[src/rtl/rfr_pkg.sv]
package rfr_pkg;
  localparam int WORD_W = 16;
  localparam logic [WORD_W-1:0] CRC_POLY = 16'h1021;
  localparam logic [WORD_W-1:0] CRC_SEED = 16'hFFFF;

  typedef enum logic { ST_IDLE, ST_SEND } st_e;
  typedef enum logic [2:0] { PH_SOP, PH_HDR, PH_PAY, PH_CRC, PH_EOP } ph_e;

  // Fold one word into the CRC, most significant bit first.
  function automatic logic [WORD_W-1:0] crc_step(input logic [WORD_W-1:0] c,
                                                  input logic [WORD_W-1:0] d);
    logic [WORD_W-1:0] r;
    logic fb;
    r = c;
    for (int i = WORD_W - 1; i >= 0; i--) begin
      fb = r[WORD_W-1] ^ d[i];
      r  = {r[WORD_W-2:0], 1'b0};
      if (fb) r = r ^ CRC_POLY;
    end
    return r;
  endfunction
endpackage

[src/rtl/rfr_crc.sv]
module rfr_crc
  import rfr_pkg::*;
(
  input  logic              clk,
  input  logic              rst_n,
  input  logic              seed_i,
  input  logic              fold_i,
  input  logic [WORD_W-1:0] word_i,
  output logic [WORD_W-1:0] crc_o
);
  logic [WORD_W-1:0] crc_q;

  always_ff @(posedge clk) begin
    if (!rst_n)      crc_q <= CRC_SEED;
    else if (seed_i) crc_q <= CRC_SEED;
    else if (fold_i) crc_q <= crc_step(crc_q, word_i);
  end

  assign crc_o = crc_q;

  // a fresh packet always starts from the seed
  a_r4_seed_on_start: assert property (@(posedge clk) disable iff (!rst_n)
    seed_i |=> (crc_o == CRC_SEED));
endmodule

[src/rtl/rfr_ctrl.sv]
module rfr_ctrl
  import rfr_pkg::*;
#(
  parameter int IDX_W = 8,
  parameter int LEN_W = 8
) (
  input  logic             clk,
  input  logic             rst_n,
  input  logic             start_i,
  input  logic [LEN_W-1:0] len_i,
  input  logic             pay_valid_i,
  input  logic             out_ready_i,
  output st_e              state_o,
  output ph_e              phase_o,
  output logic [IDX_W-1:0] idx_o,
  output logic [LEN_W-1:0] len_o,
  output logic             out_valid_o,
  output logic             fire_o,
  output logic             start_fire_o,
  output logic             done_o
);
  localparam logic [LEN_W-1:0] LEN_ONE = {{(LEN_W-1){1'b0}}, 1'b1};
  localparam logic [IDX_W-1:0] IDX_ONE = {{(IDX_W-1){1'b0}}, 1'b1};

  st_e              state_q;
  ph_e              phase_q;
  logic [LEN_W-1:0] len_q;
  logic [LEN_W-1:0] cnt_q;
  logic [IDX_W-1:0] idx_q;
  logic             done_q;
  logic             last_pay;
  logic             eop_fire;

  assign start_fire_o = (state_q == ST_IDLE) && start_i;
  assign out_valid_o  = (state_q == ST_SEND) && ((phase_q != PH_PAY) || pay_valid_i);
  assign fire_o       = out_valid_o && out_ready_i;
  assign last_pay     = (cnt_q + LEN_ONE) == len_q;
  assign eop_fire     = fire_o && (phase_q == PH_EOP);

  always_ff @(posedge clk) begin
    if (!rst_n) begin
      state_q <= ST_IDLE;
      phase_q <= PH_SOP;
      len_q   <= '0;
      cnt_q   <= '0;
      idx_q   <= '0;
      done_q  <= 1'b0;
    end else begin
      done_q <= 1'b0;
      if (start_fire_o) begin
        state_q <= ST_SEND;
        phase_q <= PH_SOP;
        len_q   <= len_i;
        cnt_q   <= '0;
      end else if (fire_o) begin
        case (phase_q)
          PH_SOP: phase_q <= PH_HDR;
          PH_HDR: phase_q <= (len_q == '0) ? PH_CRC : PH_PAY;
          PH_PAY: begin
            cnt_q <= cnt_q + LEN_ONE;
            if (last_pay) phase_q <= PH_CRC;
          end
          PH_CRC: phase_q <= PH_EOP;
          PH_EOP: begin
            state_q <= ST_IDLE;
            phase_q <= PH_SOP;
            idx_q   <= idx_q + IDX_ONE;
            done_q  <= 1'b1;
          end
          default: phase_q <= PH_SOP;
        endcase
      end
    end
  end

  assign state_o = state_q;
  assign phase_o = phase_q;
  assign idx_o   = idx_q;
  assign len_o   = len_q;
  assign done_o  = done_q;

  // completion pulse follows the end marker and lasts one cycle
  a_r9_done_after_eop: assert property (@(posedge clk) disable iff (!rst_n)
    eop_fire |=> (done_o && state_o == ST_IDLE));
  a_r9_done_single: assert property (@(posedge clk) disable iff (!rst_n)
    done_o |=> !done_o);
  // sequence number steps by one per packet
  a_r3_index_step: assert property (@(posedge clk) disable iff (!rst_n)
    eop_fire |=> (idx_o == IDX_W'($past(idx_o) + IDX_ONE)));
  // a request during a packet leaves the latched length alone
  a_r8_busy_start_ignored: assert property (@(posedge clk) disable iff (!rst_n)
    (state_o == ST_SEND && start_i) |=> (len_o == $past(len_o)));
  // empty payload goes from header straight to CRC
  a_r5_zero_len_skip: assert property (@(posedge clk) disable iff (!rst_n)
    (fire_o && phase_o == PH_HDR && len_o == '0) |=> (phase_o == PH_CRC));
endmodule

[src/rtl/resp_framer.sv]
module resp_framer
  import rfr_pkg::*;
#(
  parameter int              IDX_W    = 8,
  parameter int              LEN_W    = 8,
  parameter logic [15:0]     SOP_WORD = 16'hFB5C,
  parameter logic [15:0]     EOP_WORD = 16'hFD5C
) (
  input  logic             clk,
  input  logic             rst_n,
  input  logic             start_i,
  input  logic [LEN_W-1:0] start_len_i,
  input  logic [15:0]      pay_data_i,
  input  logic             pay_valid_i,
  output logic             pay_ready_o,
  output logic [15:0]      out_data_o,
  output logic             out_valid_o,
  input  logic             out_ready_i,
  output logic             done_o
);
  st_e              state;
  ph_e              phase;
  logic [IDX_W-1:0] idx;
  logic [LEN_W-1:0] len;
  logic             fire;
  logic             start_fire;
  logic             crc_fold;
  logic [15:0]      crc;
  logic [15:0]      hdr_word;

  rfr_ctrl #(.IDX_W(IDX_W), .LEN_W(LEN_W)) u_ctrl (
    .clk          (clk),
    .rst_n        (rst_n),
    .start_i      (start_i),
    .len_i        (start_len_i),
    .pay_valid_i  (pay_valid_i),
    .out_ready_i  (out_ready_i),
    .state_o      (state),
    .phase_o      (phase),
    .idx_o        (idx),
    .len_o        (len),
    .out_valid_o  (out_valid_o),
    .fire_o       (fire),
    .start_fire_o (start_fire),
    .done_o       (done_o)
  );

  assign hdr_word = {idx, len};
  assign crc_fold = fire && ((phase == PH_HDR) || (phase == PH_PAY));

  rfr_crc u_crc (
    .clk    (clk),
    .rst_n  (rst_n),
    .seed_i (start_fire),
    .fold_i (crc_fold),
    .word_i (out_data_o),
    .crc_o  (crc)
  );

  always_comb begin
    case (phase)
      PH_SOP:  out_data_o = SOP_WORD;
      PH_HDR:  out_data_o = hdr_word;
      PH_PAY:  out_data_o = pay_data_i;
      PH_CRC:  out_data_o = crc;
      PH_EOP:  out_data_o = EOP_WORD;
      default: out_data_o = SOP_WORD;
    endcase
  end

  assign pay_ready_o = (state == ST_SEND) && (phase == PH_PAY) && out_ready_i;

  // framer-generated words hold under backpressure
  a_r6_hold_on_stall: assert property (@(posedge clk) disable iff (!rst_n)
    (out_valid_o && !out_ready_i && phase != PH_PAY) |=> (out_valid_o && $stable(out_data_o)));
  // source is asked only while sending
  a_r7_pay_ready_in_send: assert property (@(posedge clk) disable iff (!rst_n)
    pay_ready_o |-> (state == ST_SEND && out_ready_i));
  // start marker presented right after acceptance
  a_r11_sop_first: assert property (@(posedge clk) disable iff (!rst_n)
    start_fire |=> (out_valid_o && out_data_o == SOP_WORD));
  // nothing offered while idle
  a_r10_idle_quiet: assert property (@(posedge clk) disable iff (!rst_n)
    (state == ST_IDLE) |-> (!out_valid_o && !pay_ready_o));
endmodule

[config.mk]
export PLATFORM = sky130hd
export DESIGN_NAME = resp_framer
export DESIGN_NICKNAME = d
export VERILOG_FILES = /design/src/rtl/rfr_pkg.sv /design/src/rtl/rfr_crc.sv /design/src/rtl/rfr_ctrl.sv /design/src/rtl/resp_framer.sv
export SDC_FILE = /design/constraint.sdc
export NUM_CORES = 1
export LEC_CHECK = 0
export BUFFER_PORTS_ARGS = -buffer_cell sky130_fd_sc_hd__buf_2
export CAP_MARGIN = 30
export CORE_ASPECT_RATIO = 0.9
export CORE_UTILIZATION = 53
export CTS_CLUSTER_SIZE = 24
export DETAILED_ROUTE_END_ITERATION = 10
export MAX_ROUTING_LAYER = met4
export PLACE_DENSITY_LB_ADDON = 0.1
export RECOVER_POWER = 50
export SKIP_CTS_REPAIR_TIMING = 1
export SYNTH_ARGS = -nofsm -noshare
export SYNTH_HDL_FRONTEND = slang
export SYNTH_SLANG_ARGS = --single-unit
[constraint.sdc]
create_clock -name clk -period 2.3 [get_ports clk]
set_input_delay 0.23 -clock clk [delete_from_list [all_inputs] [get_ports clk]]
set_output_delay 0.23 -clock clk [all_outputs]
set_load 0.01 [all_outputs]
* Word level (Yosys, flattened, before mapping)
Index checks and enable logic that the tools add are counted.
Storage, ports and cells: bits in registers 45, input port bits 29, output and inout port bits 19, word-level logic and storage cells 139
Cells by class: add/subtract/negate cells 2, equal/unequal tests 7, multiplexer cells 69, bitwise gates (word level) 36, reductions and logical operators 18
Operators with widths (number):
- $mux 16 | 45
- $mux 13 | 16
- $pmux 16 s4 | 1
- $not 3->3 | 16
- $add 8x1->8 const B | 2
- $xor 1x1->1 | 16
- $pmux 3 s4 | 1
- $eq 8x8->1 | 1
- $logic_not 8->1 | 1
- $eq 3x2->1 const B | 2
- $logic_and 1x1->1 | 6
- $reduce_and 2->1 | 3
- $mux 1 | 5
- $not 1->1 | 4
- $reduce_bool 2->1 | 2
- $eq 3x1->1 const B | 1
- $eq 3x3->1 const B | 1
- $logic_not 3->1 | 1
- $mux 3 | 1
- $ne 3x2->1 const B | 1
- $reduce_and 3->1 | 1
- $reduce_or 3->1 | 1
- $logic_or 1x1->1 | 2
- $ne 2x1->1 const B | 1
- $reduce_or 2->1 | 1

* Depth between registers and ports, before layout
Gate-level depths: netlist of run 1.
depth in word-level cells 80, depth in mapped cells 11, depth with buffers taken out 9

* By module
Synthesis of run 1 repeated with hierarchy kept, for this count alone.
Unflattened totals: cells, all modules 349, area, all modules 3175.5 sq um
By module, submodules not included:
- rfr_ctrl | instances 1, cells each 179, area an instance 1521.5 sq um, seq. area each 580.6 sq um
- rfr_crc | instances 1, cells each 116, area an instance 1142.3 sq um, seq. area each 320.3 sq um
- resp_framer | instances 1, cells each 54, area an instance 511.7 sq um, seq. area each 0.0 sq um

* Worst setup path before layout of run 1
OpenSTA, ideal clock, no wires.
kind register to register, from register u_ctrl.phase_q[0] (netlist: u_ctrl.phase_o[0]), to register u_crc.crc_q[6] (netlist: u_crc.crc_o[6]), library setup time 0.137 ns, arrival time 2.166 ns, data required time 2.163 ns, slack -0.003 ns, cell stages (with the launch flop) 10, path buffers 1, clock period less this slack 2.303 ns, path through dfxtp_1 > buf_4 > or4bb_4 > o211ai_1 > a221oi_2 > xor2_2 > xnor2_2 > xnor2_2 > xor2_1 > o211ai_2
Between the ends: word-level cells in the longest chain between the ends 57, elaborated cells between the ends (all ways) 78, those cells by class eq/ne: 5; mux: 58; bitwise: 10; reduce/logical: 5
RTL lines:
- start, declared | RTL line rfr_ctrl.sv:26 | ph_e phase_q;
- start signal, assigned | RTL line rfr_ctrl.sv:58 | PH_HDR: phase_q <= (len_q == '0) ? PH_CRC : PH_PAY;
- $eq 3x3->1 (tied with other cells)
- $pmux 16 s4 | RTL line resp_framer.sv:61 | case (phase)
- $xor 1x1->1 | RTL line rfr_pkg.sv:16 | fb = r[WORD_W-1] ^ d[i];
- $mux 13 | RTL line rfr_pkg.sv:18 | if (fb) r = r ^ CRC_POLY;
- $mux 16 | RTL line rfr_crc.sv:16 | else if (fold_i) crc_q <= crc_step(crc_q, word_i);
- $mux 16 | RTL line rfr_crc.sv:15 | else if (seed_i) crc_q <= CRC_SEED;
- $mux 16 | RTL line rfr_crc.sv:14 | if (!rst_n) crc_q <= CRC_SEED;
- $mux 16 | RTL line rfr_crc.sv:16
- [41 not listed]
- $mux 16 | RTL line rfr_crc.sv:15
- $mux 16 | RTL line rfr_crc.sv:14
- $not 3->3 (no line)
- $mux 13 | RTL line rfr_pkg.sv:18
- $mux 16 | RTL line rfr_crc.sv:16
- $mux 16 | RTL line rfr_crc.sv:15
- $mux 16 | RTL line rfr_crc.sv:14
- $mux 13 | RTL line rfr_pkg.sv:18
- end signal, assigned | RTL line rfr_crc.sv:16
- end, declared | RTL line rfr_crc.sv:11 | logic [WORD_W-1:0] crc_q;
Parallel ways exist; a longest one is shown, timed or not. The select of a mux whose other input is x is not followed. A chain may end at the register's enable or synchronous reset.

* Worst setup path after layout of run 1
from register u_ctrl.phase_q[1] (netlist: u_ctrl.phase_o[1]), to register u_crc.crc_q[6] (netlist: u_crc.crc_o[6])
The elaborated chain is that of the path after synthesis.

==> results of run 1 <==
state kept, by name (all words and copies together), names as in the netlist:
signal,cells
u_ctrl.done_o,1
u_ctrl.len_o,8
u_ctrl.idx_o,8
u_crc.crc_o,16
u_ctrl.cnt_q,8
u_ctrl.state_o,1
u_ctrl.phase_o,3
cells by family (layout without fill, tap and decap cells):
family	count (synthesis)	count (layout)	share of synthesized area
buffers and inverters	34	133	0.0676
flip-flops	45	45	0.259
adder cells (fa/ha/maj)	2	2	0.00719
AND/OR/NAND/NOR	154	154	0.229
multiplexers	22	22	0.0672
AO/OA/AOI/OAI	90	90	0.195
XOR/XNOR	60	60	0.175
where the power goes:
| group | internal (mW) | switching, mW |
|---|---|---|
| Clock | 0.326 | 0.308 |
| Combinational | 0.251 | 0.242 |
| Sequential | 0.789 | 0.0163 |
critical path: stages (launching register included):
cell and delay (ns):
dfxtp_4 0.38, buf_4 0.13, inv_4 0.05, buf_4 0.14
a221oi_1 0.32, a2bb2oi_2 0.28, xor2_2 0.24, xnor2_2 0.12
xnor2_2 0.29, xor2_1 0.21, o211ai_2 0.09
layer usage:
metal,share of wire,GRT usage,vias up
met3,0.042,0.0353,18
li1,-,-,1633
met5,0,-,-
met1,0.44,0.351,1584
met2,0.49,0.496,97
met4,0.024,0.103,0
cell type report:
type | instances | area (sq um) | area share
clock inverters | 3 | 46.3 | 0.0104
inverters | 5 | 21.3 | 0.00480
repair buffers | 120 | 821 | 0.185
well taps | 87 | 109 | 0.0246
multi-input cells | 328 | 2460 | 0.555
clock buffers | 5 | 68.8 | 0.0155
flip-flops and latches | 45 | 908 | 0.205
layout by cell type, fill, tap and decap left out, types with 7 or more instances in the layout:
| master | synthesis | final |
|---|---|---|
| buf_4 | 2 | 65 |
| buf_2 | 4 | 46 |
| dfxtp_1 | 45 | 43 |
| nand2_1 | 40 | 39 |
| nor2_1 | 33 | 32 |
| xnor2_1 | 30 | 29 |
| nand2b_1 | 21 | 20 |
| xor2_1 | 19 | 17 |
| o22ai_1 | 17 | 14 |
| a21oi_1 | 15 | 14 |
| mux2i_1 | 11 | 11 |
| mux2_2 | 11 | 10 |
| nor2b_1 | 11 | 10 |
| and2_1 | 10 | 10 |
| xnor2_2 | 8 | 9 |
| a21boi_0 | 8 | 8 |
| o211ai_1 | 8 | 8 |
| nand3_1 | 7 | 7 |
per-stage QoR:
step                cells  power (mW)  worst slack (ns)
detailed placement    579        1.28            -0.200
global placement      579        1.27            -0.107
finish                593        1.93           -0.0652
CTS                   587        1.90            -0.237
global route          593        2.01            -0.187
floorplan             407        1.12            0.0154
worst min-delay path by stage:
stage | from | cells after the start | to | slack [ns]
after floorplan | start_len_i[0] | 2 | u_ctrl.len_o[0] | 0.37
after global placement | start_len_i[3] | 3 | u_ctrl.len_o[3] | 0.49
after detailed placement | start_len_i[3] | 3 | u_ctrl.len_o[3] | 0.49
after CTS | start_len_i[3] | 3 | u_ctrl.len_o[3] | 0.15
after global routing | start_len_i[3] | 3 | u_ctrl.len_o[3] | 0.16
final | start_len_i[3] | 3 | u_ctrl.len_o[3] | 0.16
==> impl_results.md, run 1 <==
- Status: finished with violations
- Violated checks: setup timing
- Design area: 4430 sq um
- Initial antenna violation count: 0
- Slew headroom: 0.613
- Cell Area, Synth: 3480 sq um
- Worst Hold Class: input pin to flop
- CP startpoint kind: flop
- Num CTS Buffers: 5
- Post-Synthesis Cells: 407
- Synth async-reset ratio: 0
- Critical path endpoint category: flop
- Synth Register Bits: 45
- First-pass GRT wire length: 15000 microns
- Gpl congestion: 0.913
- Setup_tns: -0.179 ns
- Core ar.: 6220 sq um
- Yosys top cell by area: dfxtp_1
- Max Cap Viol: 0
- Antenna Cells: 0
- Pin count of the biggest net entering global routing: 37
- Drt pass-1 iters: 5
- Clk slew on worst S/H paths: 0.10 ns
- Routed wire length: 9560 microns
- Top-count cell post-synth: dfxtp_1
- Unique cell type count in the Yosys netlist: 65
- CP endpoint: u_crc.crc_o[6]
- Fin util: 0.713
- Tot GR Track Use: 0.290
- Filler instances: 555
- Synthesis-to-layout area growth: 27.4%
- Reg2reg setup slack: -0.07 ns
- Share of layout cells above drive strength 1: 0.358
- DR iter-0 viols: 131
- Synth Warn #: 0
- DR vias: 3332
- Io pins: 48
- Drt wl/cell: 16.1 microns
- Final Cycle Share: 1.03
- Vias per cell: 5.62
- Max IR drop VDD: 0.000235 V
- Port buffer count: 47
- Final Hold Viols: 0
- Worst clock skew: 0.00670 ns
- Row cnt: 27
- Worst EP required: 2.50 ns
- DP Area: 4120 sq um
- # DRC: 0
- Number of synthesized flops with an enable pin: 0
- DP HPWL: 7240 microns
- Final Setup Violations: 6
- Worst r2r src: u_ctrl.phase_o[1]
- Max Clk Rate: 423 MHz
- Worst-Skew Late Latency: 0.31 ns
- Grt ovf: 0
- CP Max Fanout: 7
- Die X: 87.4 microns
- Synthesized Nets: 438
- Period minus WS final: 2.37 ns
- Yosys top cell area share: 0.259
- Die H: 78.9 microns
- Synth Area per Inst: 8.55 sq um
- Setup crit start: u_ctrl.phase_o[1]
- RSZ-0062 raised after global routing: true
- R2r worst-path depth: 10
- Slew Limit Fails: 0
- Synth area leaders: dfxtp_1 26%, xnor2_1 7.5%, xor2_1 4.8%, nand2_1 4.3%, nand2b_1 3.8%
- Kind of critical path: flop to flop
- Leak Pwr: 1.81 nW
- Top cells by count, synth: 45 x dfxtp_1, 40 x nand2_1, 33 x nor2_1, 30 x xnor2_1, 21 x nand2b_1
- CTS tree: done
- Synth Flop Type: dfxtp_1
- Worst-Margin Slew: 0.579 ns
- Clock Path Buffers: 2
- RR Endpoint: u_crc.crc_o[6]
- Level count of the clock H-tree: 2
- CTS Root Buffer Type: clkbuf_8
- Seq/Total Area, Yosys: 0.259
- Die area: 6900 sq um
- Worst Slack Setup Final: -0.0652 ns
- Vias in the first global route: 3152
- Initial core utilization: 0.560
- Hold slack: 0.160 ns
- CTS sink cnt: 45
- Worst Path Arrival: 2.56 ns
- Power Density: 436 nW/um^2
- # nets final: 536
- Post-route ant nets: 0
Power figures use the tool's default switching activity.
==> run 2: changes to the inputs <==
--- a/config.mk
+++ b/config.mk
@@ -8,7 +8,8 @@
 export BUFFER_PORTS_ARGS = -buffer_cell sky130_fd_sc_hd__buf_2
 export CAP_MARGIN = 30
 export CORE_ASPECT_RATIO = 0.9
-export CORE_UTILIZATION = 53
+export CORE_UTILIZATION = 52
+export CTS_BUF_LIST = sky130_fd_sc_hd__clkbuf_16
 export CTS_CLUSTER_SIZE = 24
 export DETAILED_ROUTE_END_ITERATION = 10
 export MAX_ROUTING_LAYER = met4
@@ -17,4 +18,5 @@
 export SKIP_CTS_REPAIR_TIMING = 1
 export SYNTH_ARGS = -nofsm -noshare
 export SYNTH_HDL_FRONTEND = slang
+export SYNTH_HIERARCHICAL = 1
 export SYNTH_SLANG_ARGS = --single-unit
==> impl_results.md, run 2 <==
- Synthesis-to-layout area growth: 32.7%
- Die area: 6420 sq um (-6.8%)
- Design area: 4210 sq um (-4.9%)
- First-pass GRT wire length: 13200 microns (-13%)
- Final Setup Violations: 12 (+6)
- CTS tree: done
- Filler instances: 426 (-23%)
- Synthesized Nets: 380 (-13%)
- Tot GR Track Use: 0.269 (-0.0207)
- Max IR drop VDD: 0.000280 V (+19%)
- Hold depth: 3 (unchanged)
- Gpl congestion: 0.896 (-1.9%)
- Die X: 84.4 microns (-3.5%)
- Vias in the first global route: 2672 (-15%)
- Hold Startpoint: start_len_i[3]
- Top-count cell post-synth: dfxtp_1
- Die H: 76.1 microns (-3.5%)
- Clk slew on worst S/H paths: 0.07 ns (-0.03 ns)
- Max incr delay on CP: 0.42 ns (+0.04 ns)
- Routed wire length: 8550 microns (-11%)
- Slew headroom: 0.548 (-0.0653)
- Slew Limit Fails: 0 (unchanged)
- Pin count of the biggest net entering global routing: 22 (-41%)
- Synth async-reset ratio: 0 (unchanged)
- Max Cap Viol: 0 (unchanged)
- Clock Path Buffers: 2 (unchanged)
- Commonest non-fill, non-tap cell in the layout: buf_4
- Worst Slack Setup Final: -0.246 ns (-0.181 ns)
- Initial antenna violation count: 0 (unchanged)
- Grt ovf: 0 (unchanged)
- Power Density: 496 nW/um^2 (+14%)
- Reg2reg setup slack: -0.25 ns (-0.18 ns)
- Largest register FFs: 16 (unchanged)
- Yosys top cell by area: dfxtp_1
- Antenna Cells: 0 (unchanged)
- Core ar.: 5790 sq um (-6.8%)
- Worst Hold Class: input pin to flop
- Worst r2r src: u_ctrl/phase_o[0]
- Top cells by count, synth: 45 x dfxtp_1, 42 x xnor2_1, 38 x nand2_1, 19 x nor2_1, 18 x xor2_1
- Cell Area, Synth: 3180 sq um (-8.8%)
- Dpl cells: 506 (-13%)
- Setup_tns: -1.64 ns (-1.47 ns)
- Min-Delay Endpoint: u_ctrl/len_o[3]
- Synth area leaders: dfxtp_1 28%, xnor2_1 12%, xor2_1 5.0%, nand2_1 4.5%, xnor2_2 3.6%
- DP HPWL: 6260 microns (-14%)
- Hold slack: 0.185 ns (+0.0247 ns)
- Fin util: 0.728 (+0.0146)
- Worst EP required: 2.47 ns (-0.03 ns)
- Worst clock skew: 0.00384 ns (-0.00285 ns)
- Final Cycle Share: 1.11 (+0.0785)
- Status: finished with violations
- Most frequent cells in the layout: 67 x buf_4, 46 x buf_2, 43 x dfxtp_1
- Post-route ant nets: 0 (unchanged)
- Synth Area per Inst: 9.10 sq um (+6.4%)
- Non-filler instance count after layout: 523 (-12%)
- Port buffer count: 47 (unchanged)
- # nets final: 483 (-9.9%)
- Seq/Total Area, Yosys: 0.284 (+0.0249)
- Leak Pwr: 1.77 nW (-2.3%)
- Drt wl/cell: 16.3 microns (+1.4%)
- Final Hold Viols: 0 (unchanged)
- DR iter-0 viols: 175 (+34%)
- DP Area: 3890 sq um (-5.6%)
- CP most frequent cell: xnor2_2
- # DRC: 10 (+10)
- Yosys top cell area share: 0.284 (+0.0249)
- Worst-Skew Late Latency: 0.29 ns (-0.02 ns)
- Vias per cell: 5.52 (-1.8%)
- Worst-Margin Slew: 0.672 ns (+0.0929 ns)
- CP Max Fanout: 11 (+4)
- Worst Path Arrival: 2.72 ns (+0.16 ns)
- RR Endpoint: u_crc/crc_o[14]
- DR vias: 2886 (-13%)
- Kind of critical path: flop to flop
- Post-Synthesis Cells: 349 (-14%)
- Row cnt: 26 (-3.7%)
- Synth Warn #: 6 (+6)
- Period minus WS final: 2.55 ns (+0.181 ns)
- CP startpoint kind: flop
- R2r worst-path depth: 10 (unchanged)
- Number of synthesized flops with an enable pin: 0 (unchanged)
- RSZ-0062 raised after global routing: true
- Initial core utilization: 0.548 (-0.0116)
- Violated checks: DRC, setup timing
- Unique cell type count in the Yosys netlist: 51 (-22%)
- Num CTS Buffers: 5 (unchanged)
- Level count of the clock H-tree: 2 (unchanged)
- Synth Flop Type: dfxtp_1
- Max Clk Rate: 393 MHz (-7.1%)
- CTS Root Buffer Type: clkbuf_16
- Share of layout cells above drive strength 1: 0.377 (+0.0198)
- Crit-path cells: buf_12, mux2_2, o32a_1, xnor2_2, buf_4, xnor3_2, xnor2_4, xnor2_2, nor3_1, nand3b_1
- Critical path endpoint category: flop
- CP max-delay cell: xnor3_2
- Io pins: 48 (unchanged)
- Drt pass-1 iters: 8 (+3)
- CTS sink cnt: 45 (unchanged)
- Synth Register Bits: 45 (unchanged)
==> run 2: changes by cell type in the layout (fill, tap and decap cells not counted), sizes merged, moves of 7 or more <==
cell,delta
xnor2,+11
a2bb2oi,-7
nor2,-14
o211ai,-7
a221oi,-8
nand2b,-14
o22ai,-16
o21ai,+10
o32a,+10
==> run 2: how the worst max path moves through the flow <==
stage	cells past startpoint	endpoint	startpoint
2_1_floorplan	9	u_crc/crc_o[12]	u_ctrl/phase_o[0]
3_3_place_gp	8	u_crc/crc_o[12]	u_ctrl/phase_o[0]
3_5_place_dp	8	u_crc/crc_o[12]	u_ctrl/phase_o[0]
4_1_cts	8	u_crc/crc_o[12]	u_ctrl/phase_o[0]
5_1_grt	11	u_crc/crc_o[14]	u_ctrl/phase_o[0]
6_report	10	u_crc/crc_o[14]	u_ctrl/phase_o[0]
==> run 2: per-layer routing <==
metal,wire length (microns),vias to the layer above,part of all wire,global-route usage
met5,0,-,0,-
met4,65,0,0.0076,0.0610
met3,450,7,0.053,0.0379
met2,3940,74,0.46,0.411
met1,4090,1383,0.48,0.380
li1,-,1422,-,-
==> run 2: cell families (layout without fill, tap and decap cells) <==
logic type	count (synthesis)	in the layout	synth area share
flops	45	45	0.284
simple gates	119	119	0.190
mux	20	20	0.0760
compound gates	64	64	0.141
fa+ha+maj	2	2	0.00788
xor+xnor	73	73	0.245
buf+inv	26	130	0.0567
==> run 2: report_power, final <==
group,switching (mW),internal (mW)
sequential,0.0188,0.790
clock,0.337,0.411
combinational,0.243,0.293
total,0.598,1.49
==> run 2: metrics by stage <==
| stage | total power, mW | setup WS [ns] |
|---|---|---|
| 3_5_place_dp | 1.29 | -0.213 |
| 5_1_grt | 2.17 | -0.344 |
| 6_report | 2.09 | -0.246 |
| 3_3_place_gp | 1.28 | -0.161 |
| 2_1_floorplan | 1.14 | -0.266 |
| 4_1_cts | 2.03 | -0.265 |
==> run 2: layout make-up <==
| type | instances | area [sq um] | share of cell area |
|---|---|---|---|
| multi-input cells | 278 | 2280 | 0.541 |
| inverters | 5 | 18.8 | 0.00445 |
| flip-flops and latches | 45 | 906 | 0.215 |
| repair buffers | 117 | 772 | 0.183 |
| clock inverters | 3 | 25.0 | 0.00594 |
| well taps | 70 | 87.6 | 0.0208 |
| clock buffers | 5 | 125 | 0.0297 |
==> run 2: worst max-delay path: cells and delay by family, from the launching register on <==
| kind | cells | cell delay, ns |
|---|---|---|
| flops | 1 | 0.40 |
| buf+inv | 2 | 0.28 |
| simple gates | 2 | 0.23 |
| xor+xnor | 4 | 0.96 |
| mux | 1 | 0.33 |
| compound gates | 1 | 0.21 |
